===== src/rtl/psram_pkg.sv =====
package psram_pkg;

  typedef enum logic [2:0] {
    ST_INIT, ST_IDLE, ST_SETUP, ST_ACT, ST_PRE, ST_REF
  } seq_state_e;

  typedef enum logic [1:0] {
    OP_DUMMY, OP_RD, OP_WR, OP_RMW
  } mem_op_e;

  // phase counter width and cycle schedule at 10 ns per cycle
  localparam int PH_W        = 5;
  localparam int ACT_PLAIN   = 9;   // 90 ns active window
  localparam int ACT_RMW     = 16;  // 160 ns active window
  localparam int PRE_CYC     = 5;   // 50 ns precharge
  localparam int OE_FIRST    = 2;
  localparam int RD_SAMPLE   = 8;
  localparam int WR_WE_FIRST = 1;
  localparam int WR_WE_LAST  = 7;
  localparam int RMW_DRV     = 10;  // cycle 9 is bus turnaround
  localparam int RMW_WE_FIRST = 11;
  localparam int RMW_WE_LAST  = 14;
  localparam int REF_LOW     = 4;
  localparam int REF_REC     = 12;

  function automatic logic [PH_W-1:0] act_len(input mem_op_e op);
    return (op == OP_RMW) ? PH_W'(ACT_RMW) : PH_W'(ACT_PLAIN);
  endfunction

  function automatic logic reads_data(input mem_op_e op);
    return (op == OP_RD) || (op == OP_RMW);
  endfunction

  function automatic logic oe_window(input mem_op_e op, input logic [PH_W-1:0] ph);
    return reads_data(op) && (ph >= PH_W'(OE_FIRST)) && (ph <= PH_W'(RD_SAMPLE));
  endfunction

  function automatic logic we_window(input mem_op_e op, input logic [PH_W-1:0] ph);
    if (op == OP_WR)  return (ph >= PH_W'(WR_WE_FIRST)) && (ph <= PH_W'(WR_WE_LAST));
    if (op == OP_RMW) return (ph >= PH_W'(RMW_WE_FIRST)) && (ph <= PH_W'(RMW_WE_LAST));
    return 1'b0;
  endfunction

  function automatic logic drive_window(input mem_op_e op, input logic [PH_W-1:0] ph);
    if (op == OP_WR)  return 1'b1;
    if (op == OP_RMW) return ph >= PH_W'(RMW_DRV);
    return 1'b0;
  endfunction

  function automatic logic sample_now(input mem_op_e op, input logic [PH_W-1:0] ph);
    return reads_data(op) && (ph == PH_W'(RD_SAMPLE));
  endfunction

endpackage


===== src/rtl/psram_ref_timer.sv =====
module psram_ref_timer #(
  parameter int INTERVAL = 1500,
  parameter int MAX_WAIT = 32
) (
  input  logic clk,
  input  logic rst_n,
  input  logic run,
  input  logic ack,
  output logic pending
);
  localparam int CW = $clog2(INTERVAL);
  localparam int WW = $clog2(MAX_WAIT + 2);

  logic [CW-1:0] cnt;
  logic [WW-1:0] wait_cnt;
  logic          tick;

  assign tick = run && (cnt == CW'(INTERVAL - 1));

  always_ff @(posedge clk or negedge rst_n) begin
    if (!rst_n) begin
      cnt      <= '0;
      pending  <= 1'b0;
      wait_cnt <= '0;
    end else begin
      if (run) cnt <= tick ? '0 : cnt + 1'b1;
      if (tick)     pending <= 1'b1;
      else if (ack) pending <= 1'b0;
      if (pending && !ack && wait_cnt != WW'(MAX_WAIT + 1)) wait_cnt <= wait_cnt + 1'b1;
      else if (!pending || ack) wait_cnt <= '0;
    end
  end


  no_refresh_drop_chk: assert property (@(posedge clk) disable iff (!rst_n)
    tick |-> (!pending || ack));

  refresh_wait_bound_chk: assert property (@(posedge clk) disable iff (!rst_n)
    pending |-> (wait_cnt < WW'(MAX_WAIT)));
endmodule


===== src/rtl/psram_seq.sv =====
module psram_seq
  import psram_pkg::*;
#(
  parameter int INIT_CYC = 10000,
  parameter int DUMMY_N  = 8
) (
  input  logic        clk,
  input  logic        rst_n,
  input  logic        req_valid,
  output logic        req_ready,
  input  logic        req_write,
  input  logic        req_rmw,
  input  logic [15:0] req_addr,
  input  logic [7:0]  req_wdata,
  output logic        rsp_valid,
  output logic [7:0]  rsp_data,
  input  logic        ref_pending,
  output logic        ref_ack,
  output logic        svc_run,
  output logic        mem_ce1_n,
  output logic        mem_ce2,
  output logic        mem_we_n,
  output logic        mem_oe_n,
  output logic        mem_rfsh_n,
  output logic [15:0] mem_addr,
  output logic [7:0]  mem_dq_out,
  output logic        mem_dq_oe,
  input  logic [7:0]  mem_dq_in
);
  localparam int IW = $clog2(INIT_CYC);
  localparam int DW = $clog2(DUMMY_N + 1);
  localparam logic [PH_W-1:0] REF_END = PH_W'(REF_LOW + REF_REC - 1);

  seq_state_e     state;
  mem_op_e        op;
  logic [PH_W-1:0] ph;
  logic [IW-1:0]  init_cnt;
  logic [DW-1:0]  dummy_left;
  logic [15:0]    addr_q;
  logic [7:0]     wdata_q;
  logic           ce_act;
  logic           act_last;

  assign ce_act    = (state == ST_ACT);
  assign act_last  = ce_act && (ph == act_len(op) - 1'b1);
  assign req_ready = (state == ST_IDLE) && !ref_pending;
  assign ref_ack   = (state == ST_IDLE) && ref_pending;
  assign svc_run   = (state != ST_INIT) && (dummy_left == '0);

  always_ff @(posedge clk or negedge rst_n) begin
    if (!rst_n) begin
      state      <= ST_INIT;
      op         <= OP_DUMMY;
      ph         <= '0;
      init_cnt   <= '0;
      dummy_left <= DW'(DUMMY_N);
      addr_q     <= '0;
      wdata_q    <= '0;
      rsp_valid  <= 1'b0;
      rsp_data   <= '0;
    end else begin
      rsp_valid <= 1'b0;
      unique case (state)
        ST_INIT: begin
          if (init_cnt == IW'(INIT_CYC - 1)) begin
            state <= ST_ACT;
            ph    <= '0;
          end else init_cnt <= init_cnt + 1'b1;
        end
        ST_IDLE: begin
          if (ref_pending) begin
            state <= ST_REF;
            ph    <= '0;
          end else if (req_valid) begin
            addr_q  <= req_addr;
            wdata_q <= req_wdata;
            op      <= req_rmw ? OP_RMW : (req_write ? OP_WR : OP_RD);
            state   <= ST_SETUP;
          end
        end
        ST_SETUP: begin
          state <= ST_ACT;
          ph    <= '0;
        end
        ST_ACT: begin
          if (sample_now(op, ph)) rsp_data <= mem_dq_in;
          if (act_last) begin
            state <= ST_PRE;
            ph    <= '0;
            if (reads_data(op)) rsp_valid <= 1'b1;
            if (op == OP_DUMMY) dummy_left <= dummy_left - 1'b1;
          end else ph <= ph + 1'b1;
        end
        ST_PRE: begin
          if (ph == PH_W'(PRE_CYC - 1)) begin
            state <= (op == OP_DUMMY && dummy_left != '0) ? ST_ACT : ST_IDLE;
            ph    <= '0;
          end else ph <= ph + 1'b1;
        end
        ST_REF: begin
          if (ph == REF_END) begin
            state <= ST_IDLE;
            ph    <= '0;
          end else ph <= ph + 1'b1;
        end
        default: state <= ST_IDLE;
      endcase
    end
  end

  assign mem_ce1_n  = !ce_act;
  assign mem_ce2    = ce_act;
  assign mem_oe_n   = !(ce_act && oe_window(op, ph));
  assign mem_we_n   = !(ce_act && we_window(op, ph));
  assign mem_dq_oe  = ce_act && drive_window(op, ph);
  assign mem_rfsh_n = !((state == ST_REF) && (ph < PH_W'(REF_LOW)));
  assign mem_addr   = addr_q;
  assign mem_dq_out = wdata_q;

  // window-length observers for the assertions below
  logic [PH_W-1:0] low_run, high_run;
  logic            seen_window;
  always_ff @(posedge clk or negedge rst_n) begin
    if (!rst_n) begin
      low_run     <= '0;
      high_run    <= '0;
      seen_window <= 1'b0;
    end else begin
      low_run  <= mem_ce1_n ? '0 : (low_run == '1 ? low_run : low_run + 1'b1);
      high_run <= !mem_ce1_n ? '0 : (high_run == '1 ? high_run : high_run + 1'b1);
      if (!mem_ce1_n) seen_window <= 1'b1;
    end
  end


  bus_vs_oe_chk: assert property (@(posedge clk) disable iff (!rst_n)
    mem_dq_oe |-> mem_oe_n);

  refresh_idle_chk: assert property (@(posedge clk) disable iff (!rst_n)
    !mem_rfsh_n |-> (mem_ce1_n && !mem_ce2));

  init_quiet_chk: assert property (@(posedge clk) disable iff (!rst_n)
    (state == ST_INIT) |-> (mem_ce1_n && mem_rfsh_n && !req_ready));

  addr_hold_chk: assert property (@(posedge clk) disable iff (!rst_n)
    (!mem_ce1_n && $past(!mem_ce1_n)) |-> $stable(mem_addr));

  ce_width_chk: assert property (@(posedge clk) disable iff (!rst_n)
    $rose(mem_ce1_n) |-> (low_run >= PH_W'(ACT_PLAIN)));

  ce_precharge_chk: assert property (@(posedge clk) disable iff (!rst_n)
    ($fell(mem_ce1_n) && seen_window) |-> (high_run >= PH_W'(PRE_CYC)));

  ready_vs_refresh_chk: assert property (@(posedge clk) disable iff (!rst_n)
    req_ready |-> !ref_pending);
endmodule


===== src/rtl/psram_ctrl.sv =====
module psram_ctrl #(
  parameter int INIT_CYC     = 10000,
  parameter int DUMMY_N      = 8,
  parameter int REF_INTERVAL = 1500,
  parameter int REF_MAX_WAIT = 32
) (
  input  logic        clk,
  input  logic        rst_n,
  input  logic        req_valid,
  output logic        req_ready,
  input  logic        req_write,
  input  logic        req_rmw,
  input  logic [15:0] req_addr,
  input  logic [7:0]  req_wdata,
  output logic        rsp_valid,
  output logic [7:0]  rsp_data,
  output logic        mem_ce1_n,
  output logic        mem_ce2,
  output logic        mem_we_n,
  output logic        mem_oe_n,
  output logic        mem_rfsh_n,
  output logic [15:0] mem_addr,
  output logic [7:0]  mem_dq_out,
  output logic        mem_dq_oe,
  input  logic [7:0]  mem_dq_in
);
  logic ref_pending, ref_ack, svc_run;

  psram_ref_timer #(.INTERVAL(REF_INTERVAL), .MAX_WAIT(REF_MAX_WAIT)) u_timer (
    .clk(clk), .rst_n(rst_n), .run(svc_run), .ack(ref_ack), .pending(ref_pending)
  );

  psram_seq #(.INIT_CYC(INIT_CYC), .DUMMY_N(DUMMY_N)) u_seq (
    .clk(clk), .rst_n(rst_n),
    .req_valid(req_valid), .req_ready(req_ready), .req_write(req_write),
    .req_rmw(req_rmw), .req_addr(req_addr), .req_wdata(req_wdata),
    .rsp_valid(rsp_valid), .rsp_data(rsp_data),
    .ref_pending(ref_pending), .ref_ack(ref_ack), .svc_run(svc_run),
    .mem_ce1_n(mem_ce1_n), .mem_ce2(mem_ce2), .mem_we_n(mem_we_n),
    .mem_oe_n(mem_oe_n), .mem_rfsh_n(mem_rfsh_n), .mem_addr(mem_addr),
    .mem_dq_out(mem_dq_out), .mem_dq_oe(mem_dq_oe), .mem_dq_in(mem_dq_in)
  );
endmodule


===== config.mk =====
export PLATFORM = sky130hd
export DESIGN_NAME = psram_ctrl
export DESIGN_NICKNAME = d
export VERILOG_FILES = /design/src/rtl/psram_pkg.sv /design/src/rtl/psram_ref_timer.sv /design/src/rtl/psram_seq.sv /design/src/rtl/psram_ctrl.sv
export SDC_FILE = /design/constraint.sdc
export NUM_CORES = 1
export LEC_CHECK = 0
export CORE_MARGIN = 3
export CORE_UTILIZATION = 40
export CTS_CLUSTER_DIAMETER = 100
export DETAILED_ROUTE_END_ITERATION = 6
export GPL_TIMING_DRIVEN = 0
export PLACE_DENSITY = 0.66
export SETUP_SLACK_MARGIN = 0.3
export SLEW_MARGIN = 20
export SYNTH_ARGS = -nofsm -noshare
export SYNTH_HDL_FRONTEND = slang
export SYNTH_SLANG_ARGS = --single-unit

===== constraint.sdc =====
create_clock -name clk -period 2.2 [get_ports clk]
set_input_delay 0.22 -clock clk [delete_from_list [all_inputs] [get_ports clk]]
set_output_delay 0.22 -clock clk [all_outputs]
set_load 0.005 [all_outputs]

=== Word level (Yosys, flattened, before mapping) ===
Cells that the tools add are included.

* Register bits after elaboration: 73
* Latch bits: 0
* Bits in writable memories: 0
* ROM bits: 0
* Input bits: 37
* Output and inout bits: 40
* Word-level logic and storage cells: 114
* Memories: 0

* Add/sub/neg operators: 5
* Multiply operators: 0
* Div/mod/pow operators: 0
* $lt $le $gt $ge: 8
* Eq/ne operators: 20
* Shift operators: 0
* Muxes and demuxes: 34
* Bitwise logic cells: 2
* Reductions and logical operators: 34

{| class="wikitable"
|+ Operators by type and width
! operator !! count
|-
| 5-bit two-way mux || 6
|-
| 5-bit one-hot mux with 6 select lines || 1
|-
| 3-bit two-way mux || 6
|-
| 3-bit one-hot mux with 6 select lines || 1
|-
| 1-bit two-way mux || 16
|-
| 1-bit logical AND || 15
|-
| 14-bit by 1-bit adder with 14-bit output, second input constant || 1
|-
| 14-bit equality test, second input constant || 1
|-
| 11-bit by 1-bit adder with 11-bit output, second input constant || 1
|-
| 11-bit equality test, second input constant || 1
|-
| 11-bit two-way mux || 1
|-
| 5-bit by 4-bit equality test with 1-bit output, second input constant || 2
|-
| 5-bit by 4-bit greater-or-equal comparator with 1-bit output, second input constant || 2
|-
| 5-bit by 4-bit less-or-equal comparator with 1-bit output, second input constant || 2
|-
| 3-bit AND reduction || 3
|-
| 3-bit by 2-bit equality test with 1-bit output, second input constant || 2
|-
| 3-bit equality test, second input constant || 2
|-
| 2-bit two-way mux || 3
|-
| 2-bit by 1-bit != test with 1-bit output, second input constant || 3
|-
| 6-bit nonzero test || 1
|-
| 5-bit by 1-bit adder with 5-bit output, second input constant || 1
|-
| 5-bit by 3-bit equality test with 1-bit output, second input constant || 1
|-
| 5-bit equality test || 1
|-
| 5-bit by 1-bit greater-or-equal comparator with 1-bit output, second input constant || 1
|-
| other kinds (21) || 29
|}

=== Longest topological paths before layout ===
* Word-level depth: 8
* Depth in mapped cells: 8
* Mapped depth without buffers: 8

=== Hierarchy ===
A second synthesis with hierarchy kept.

* Cell total of the unflattened synthesis: 315
* Area total of the unflattened synthesis: 3643.5 µm²

{| class="wikitable"
|+ Modules (own cells, without submodules)
! module !! times used !! cells each !! area each (µm²) !! seq. area each (µm²)
|-
| psram_seq || 1 || 247 || 2974.1 || 1527.7
|-
| psram_ref_timer || 1 || 68 || 669.4 || 300.3
|}

=== Worst setup path before layout ===
Ideal clock, no wire load.

* Path type: register to register
* Start: reg u_seq.init_cnt[7]
* End: reg u_seq.ph[4]
* Library setup time: 0.138 ns
* Data arrival time: 1.667 ns
* Data required time: 2.062 ns
* Setup slack: 0.394 ns
* Cell stages (with the launch flop): 6
* Buffers on the path: 0
* Clock period less this slack: 1.806 ns
* Cell sequence: dfrtp_1 > or4_1 > nor3_2 > a41oi_2 > a211oi_2 > o221ai_2

* Word-level cells in the longest chain between the ends: 3

{| class="wikitable"
|+ RTL lines
! item !! line !! RTL
|-
| start: declaration || psram_seq.sv:37 || <nowiki>logic [IW-1:0] init_cnt;</nowiki>
|-
| start signal: assignment || psram_seq.sv:68 || <nowiki>end else init_cnt <= init_cnt + 1'b1;</nowiki>
|-
| 14-bit equality test || psram_seq.sv:65 || <nowiki>if (init_cnt == IW'(INIT_CYC - 1)) begin</nowiki>
|-
| 2-bit by 1-bit != test with 1-bit output (no line) || n/a ||
|-
| 3-bit AND reduction (no line) || n/a ||
|-
| end signal: assignment || psram_seq.sv:92 || <nowiki>end else ph <= ph + 1'b1;</nowiki>
|-
| end signal: assignment || psram_seq.sv:98 || <nowiki>end else ph <= ph + 1'b1;</nowiki>
|-
| end signal: assignment || psram_seq.sv:104 || <nowiki>end else ph <= ph + 1'b1;</nowiki>
|-
| end: declaration || psram_seq.sv:36 || <nowiki>logic [PH_W-1:0] ph;</nowiki>
|}

No other way between the ends.
A chain may end at the register's enable or synchronous reset.

=== Final worst setup path ===
* Start: reg u_seq.state[1]
* End: out mem_ce1_n

* Word-level cells in the longest chain between the ends: 2

{| class="wikitable"
|+ RTL lines
! item !! line !! RTL
|-
| start: declaration || psram_seq.sv:34 || <nowiki>seq_state_e state;</nowiki>
|-
| start signal: assignment || psram_seq.sv:96 || <nowiki>state <= (op == OP_DUMMY && dummy_left != '0) ? ST_ACT : ST_IDLE;</nowiki>
|-
| 3-bit by 2-bit equality test with 1-bit output || psram_seq.sv:44 || <nowiki>assign ce_act = (state == ST_ACT);</nowiki>
|-
| 1-bit logical NOT || psram_seq.sv:111 || <nowiki>assign mem_ce1_n = !ce_act;</nowiki>
|-
| end: declaration || psram_ctrl.sv:17 || <nowiki>output logic mem_ce1_n,</nowiki>
|}

No other way between the ends.

==> metrics <==
status=completed; GRT Residual Overflow=0; Synth Warn #=0; largest net degree at the start of global routing=48; DRT iter0 DRCs=96; Final Critical Period=1.93 ns; cell chain of the critical path=buf_8 -> nand3b_1 -> buf_4 -> clkdlybuf4s50_1; share of layout cells above drive strength 1=33.4%; Worst Max-Slew Pin Slew=0.399 ns; Slew headroom=~73%; multi-input logic area=roughly 1700 um2; synth unique cells=53; most common cell in the netlist=dfrtp_1; Primary FF master, synth=dfrtp_1; post-synth top area share=a little over half; post-DR vias/cell=5.21; Clock Power Share=a little over two fifths; final hold violation count=0; CP Max Fanout=8; DR pass1 iterations=4; syn_area_per_cell=11.5 um2; drt wl/cell=15.4 um; Place WS=-0.0817 ns; Seq cells post-synth=73; vias in the first global route=~2,700; Clock Latency Late Sink=0.35 ns; Post-DP Area=4320 um2; Buffers on Ports=76; RSZ-0062 raised after global routing=true; final period utilization=87.8%; top cells by area, synth=dfrtp_1 (53%), mux2_2 (11%), xnor2_1 (3.9%), ha_1 (3.3%), nand2_1 (2.6%); Net Switching=between 500 and 600 uW; gr usage total=16.5%; width of the die=98.3 um; Layout Utilization=a little over 60%; Ports=77; fraction of registers with async set/reset=100%; Critical path buffers and inverters=3; H-tree levels=3; Layout Skew=0.0101 ns; Power Dens Cells=between 400 and 500 nW/um2; total of max-cap violations=0; # clock sinks=73; CP Class=reg -> out; Worst setup EP type=primary output; Combinational Power Share=3.9%; Die ar.=9650 um2; first-pass GRT wire length=12.8 mm; Final Worst Setup Slack=between 0.2 and 0.3 ns; Yosys top cell by area=dfrtp_1; row cnt=33; CP arrival=about 1.7 ns; post-route cell area=5000 um2; sequential share of the synthesized area=53.7%; fmax=518 MHz; Root Buffer Master=clkbuf_8; CP top delay family=buffers and inverters; HPWL Detailed=5.13 mm; Final ANT Viol Nets=0; Net Sw Frac=22.4%; initial antenna violation count=0; area grow syn2layout=47.0%; Post-Syn Nets=342; overall power=2.49 mW; diodes inserted=0; die height=98.3 um; via count=2,717; drc violations=0; filler instances=670; Routed WL=8.05 mm; CP Launch Type=flop; RePlAce Congestion=0.863; final max-slew violation count=0; slowest cell on the critical path=clkdlybuf4s50_1; CTS Buf Count=9; Required @ worst endpoint=about 2 ns; Hold Crit Class=in -> async; total internal power=between 1.5 and 2 mW; core area=8260 um2; FF+latch area=about 1800 um2; Seq pwr share=between 50 and 60%; Hold WS=0.329 ns; Synth Instances=296; Post-synth EDFFs=0; Max clock buf depth=2; Starting Density=41.2%; CP max stage delay=roughly 0.5 ns; Final #Nets=roughly 460; Worst-path clk slew=0.08 ns; worst vdd ir=0.359 mV; Pleak=2.25 nW; CTS tree=done; final setup fails=0; most frequent cells after synthesis=dfrtp_1 (72), mux2_2 (33), nand2_1 (24); synthesized cell area=3400 um2
[timing repair]
action,4_1_cts,5_1_grt
cloned,0,1
setup endpoints to repair,47,37
pin swaps,12,18
resized for setup,31,53
hold buffers,1,0
buffers inserted,13,12
hold endpoints to repair,26,0
[layout by cell type, fill, tap and decap left out, drive strengths merged, types with 3 or more instances in the layout]
cell type | synthesis | layout
xnor2 | 15 | 15
nor4 | 3 | 3
nand2 | 24 | 24
o31ai | 4 | 4
dfrtp | 72 | 72
inv | 13 | 14
or3 | 4 | 4
nor2b | 3 | 3
ha | 9 | 9
o21ai | 11 | 11
clkdlybuf4s50 | 0 | 69
xor2 | 6 | 6
nand3 | 14 | 14
mux2 | 33 | 33
nand4 | 8 | 8
buf | 5 | 33
clkbuf | 3 | 16
o22ai | 3 | 3
a21oi | 6 | 6
and3 | 3 | 3
clkinv | 0 | 4
nor2 | 21 | 21
nor3 | 8 | 8
[per-stage QoR]
stage | std cells | TNS (ns)
global route | 521 | 0
detailed placement | 478 | -0.0817
finish | 521 | 0
global placement | 477 | -126.23
CTS | 508 | 0
floorplan | 296 | 0
[power groups by stage]
stage | Sequential, mW | Clock [mW] | Combinational [mW]
floorplan | 1.37 | 0 | 0.00160
global placement | 1.37 | 0 | 0.0920
detailed placement | 1.37 | 0 | 0.100
CTS | 1.34 | 1.08 | 0.102
global route | 1.34 | 1.14 | 0.109
finish | 1.34 | 1.05 | 0.0978
[state kept, by name (all words and copies together) (netlist names)]
| signal | flops |
|---|---|
| u_seq.rsp_valid | 1 |
| u_seq.mem_addr | 16 |
| u_seq.state | 3 |
| u_seq.dummy_left | 4 |
| u_seq.init_cnt | 14 |
| u_seq.op | 2 |
| u_timer.cnt | 11 |
| u_seq.rsp_data | 8 |
| u_seq.mem_dq_out | 8 |
| u_timer.pending | 1 |
| u_seq.ph | 5 |
[final timing paths]
| check | startpoint | to | slack [ns] | depth (start not counted) |
|---|---|---|---|---|
| max | u_seq.state[1] | mem_ce1_n | 0.27 | 4 |
| max reg2reg | u_seq.init_cnt[7] | u_seq.state[0] | 0.31 | 6 |
| min in group clk | req_wdata[1] | u_seq.mem_dq_out[1] | 0.48 | 2 |
| min | rst_n | u_timer.cnt[9] | 0.33 | 2 |
| min reg2reg | u_seq.init_cnt[13] | u_seq.init_cnt[13] | 0.48 | 1 |
| max in group asynchronous | rst_n | u_seq.dummy_left[3] | 1.27 | 3 |
[metal layers]
metal  up-vias  track usage [%]  wire length, um
li1       1281                -                -
met1      1340             19.9             3410
met2        82             25.5             3870
met3        14             8.00              626
met4         0             6.41              144
met5         -                0                0
[kinds of logic after synthesis]
group | Yosys count | synth area share [%]
flip-flops | 73 | 53.7
AO/OA/AOI/OAI | 40 | 8.31
XOR/XNOR | 21 | 5.40
adder cells (fa/ha/maj) | 9 | 3.31
AND/OR/NAND/NOR | 98 | 15.4
buffers and inverters | 21 | 2.72
multiplexers | 34 | 11.2
[area by class of cell]
class | instances | share of cell area (%)
Timing Repair Buffer | 104 | 20.2
Inverter | 13 | 1.03
Clock buffer | 10 | 2.55
Sequential cell | 73 | 36.7
Multi-Input combinational cell | 202 | 34.2
Tap cell | 105 | 2.63
Buffer | 8 | 1.43
Clock inverter | 6 | 1.33
Note: power is estimated with default switching activity, not from simulation.
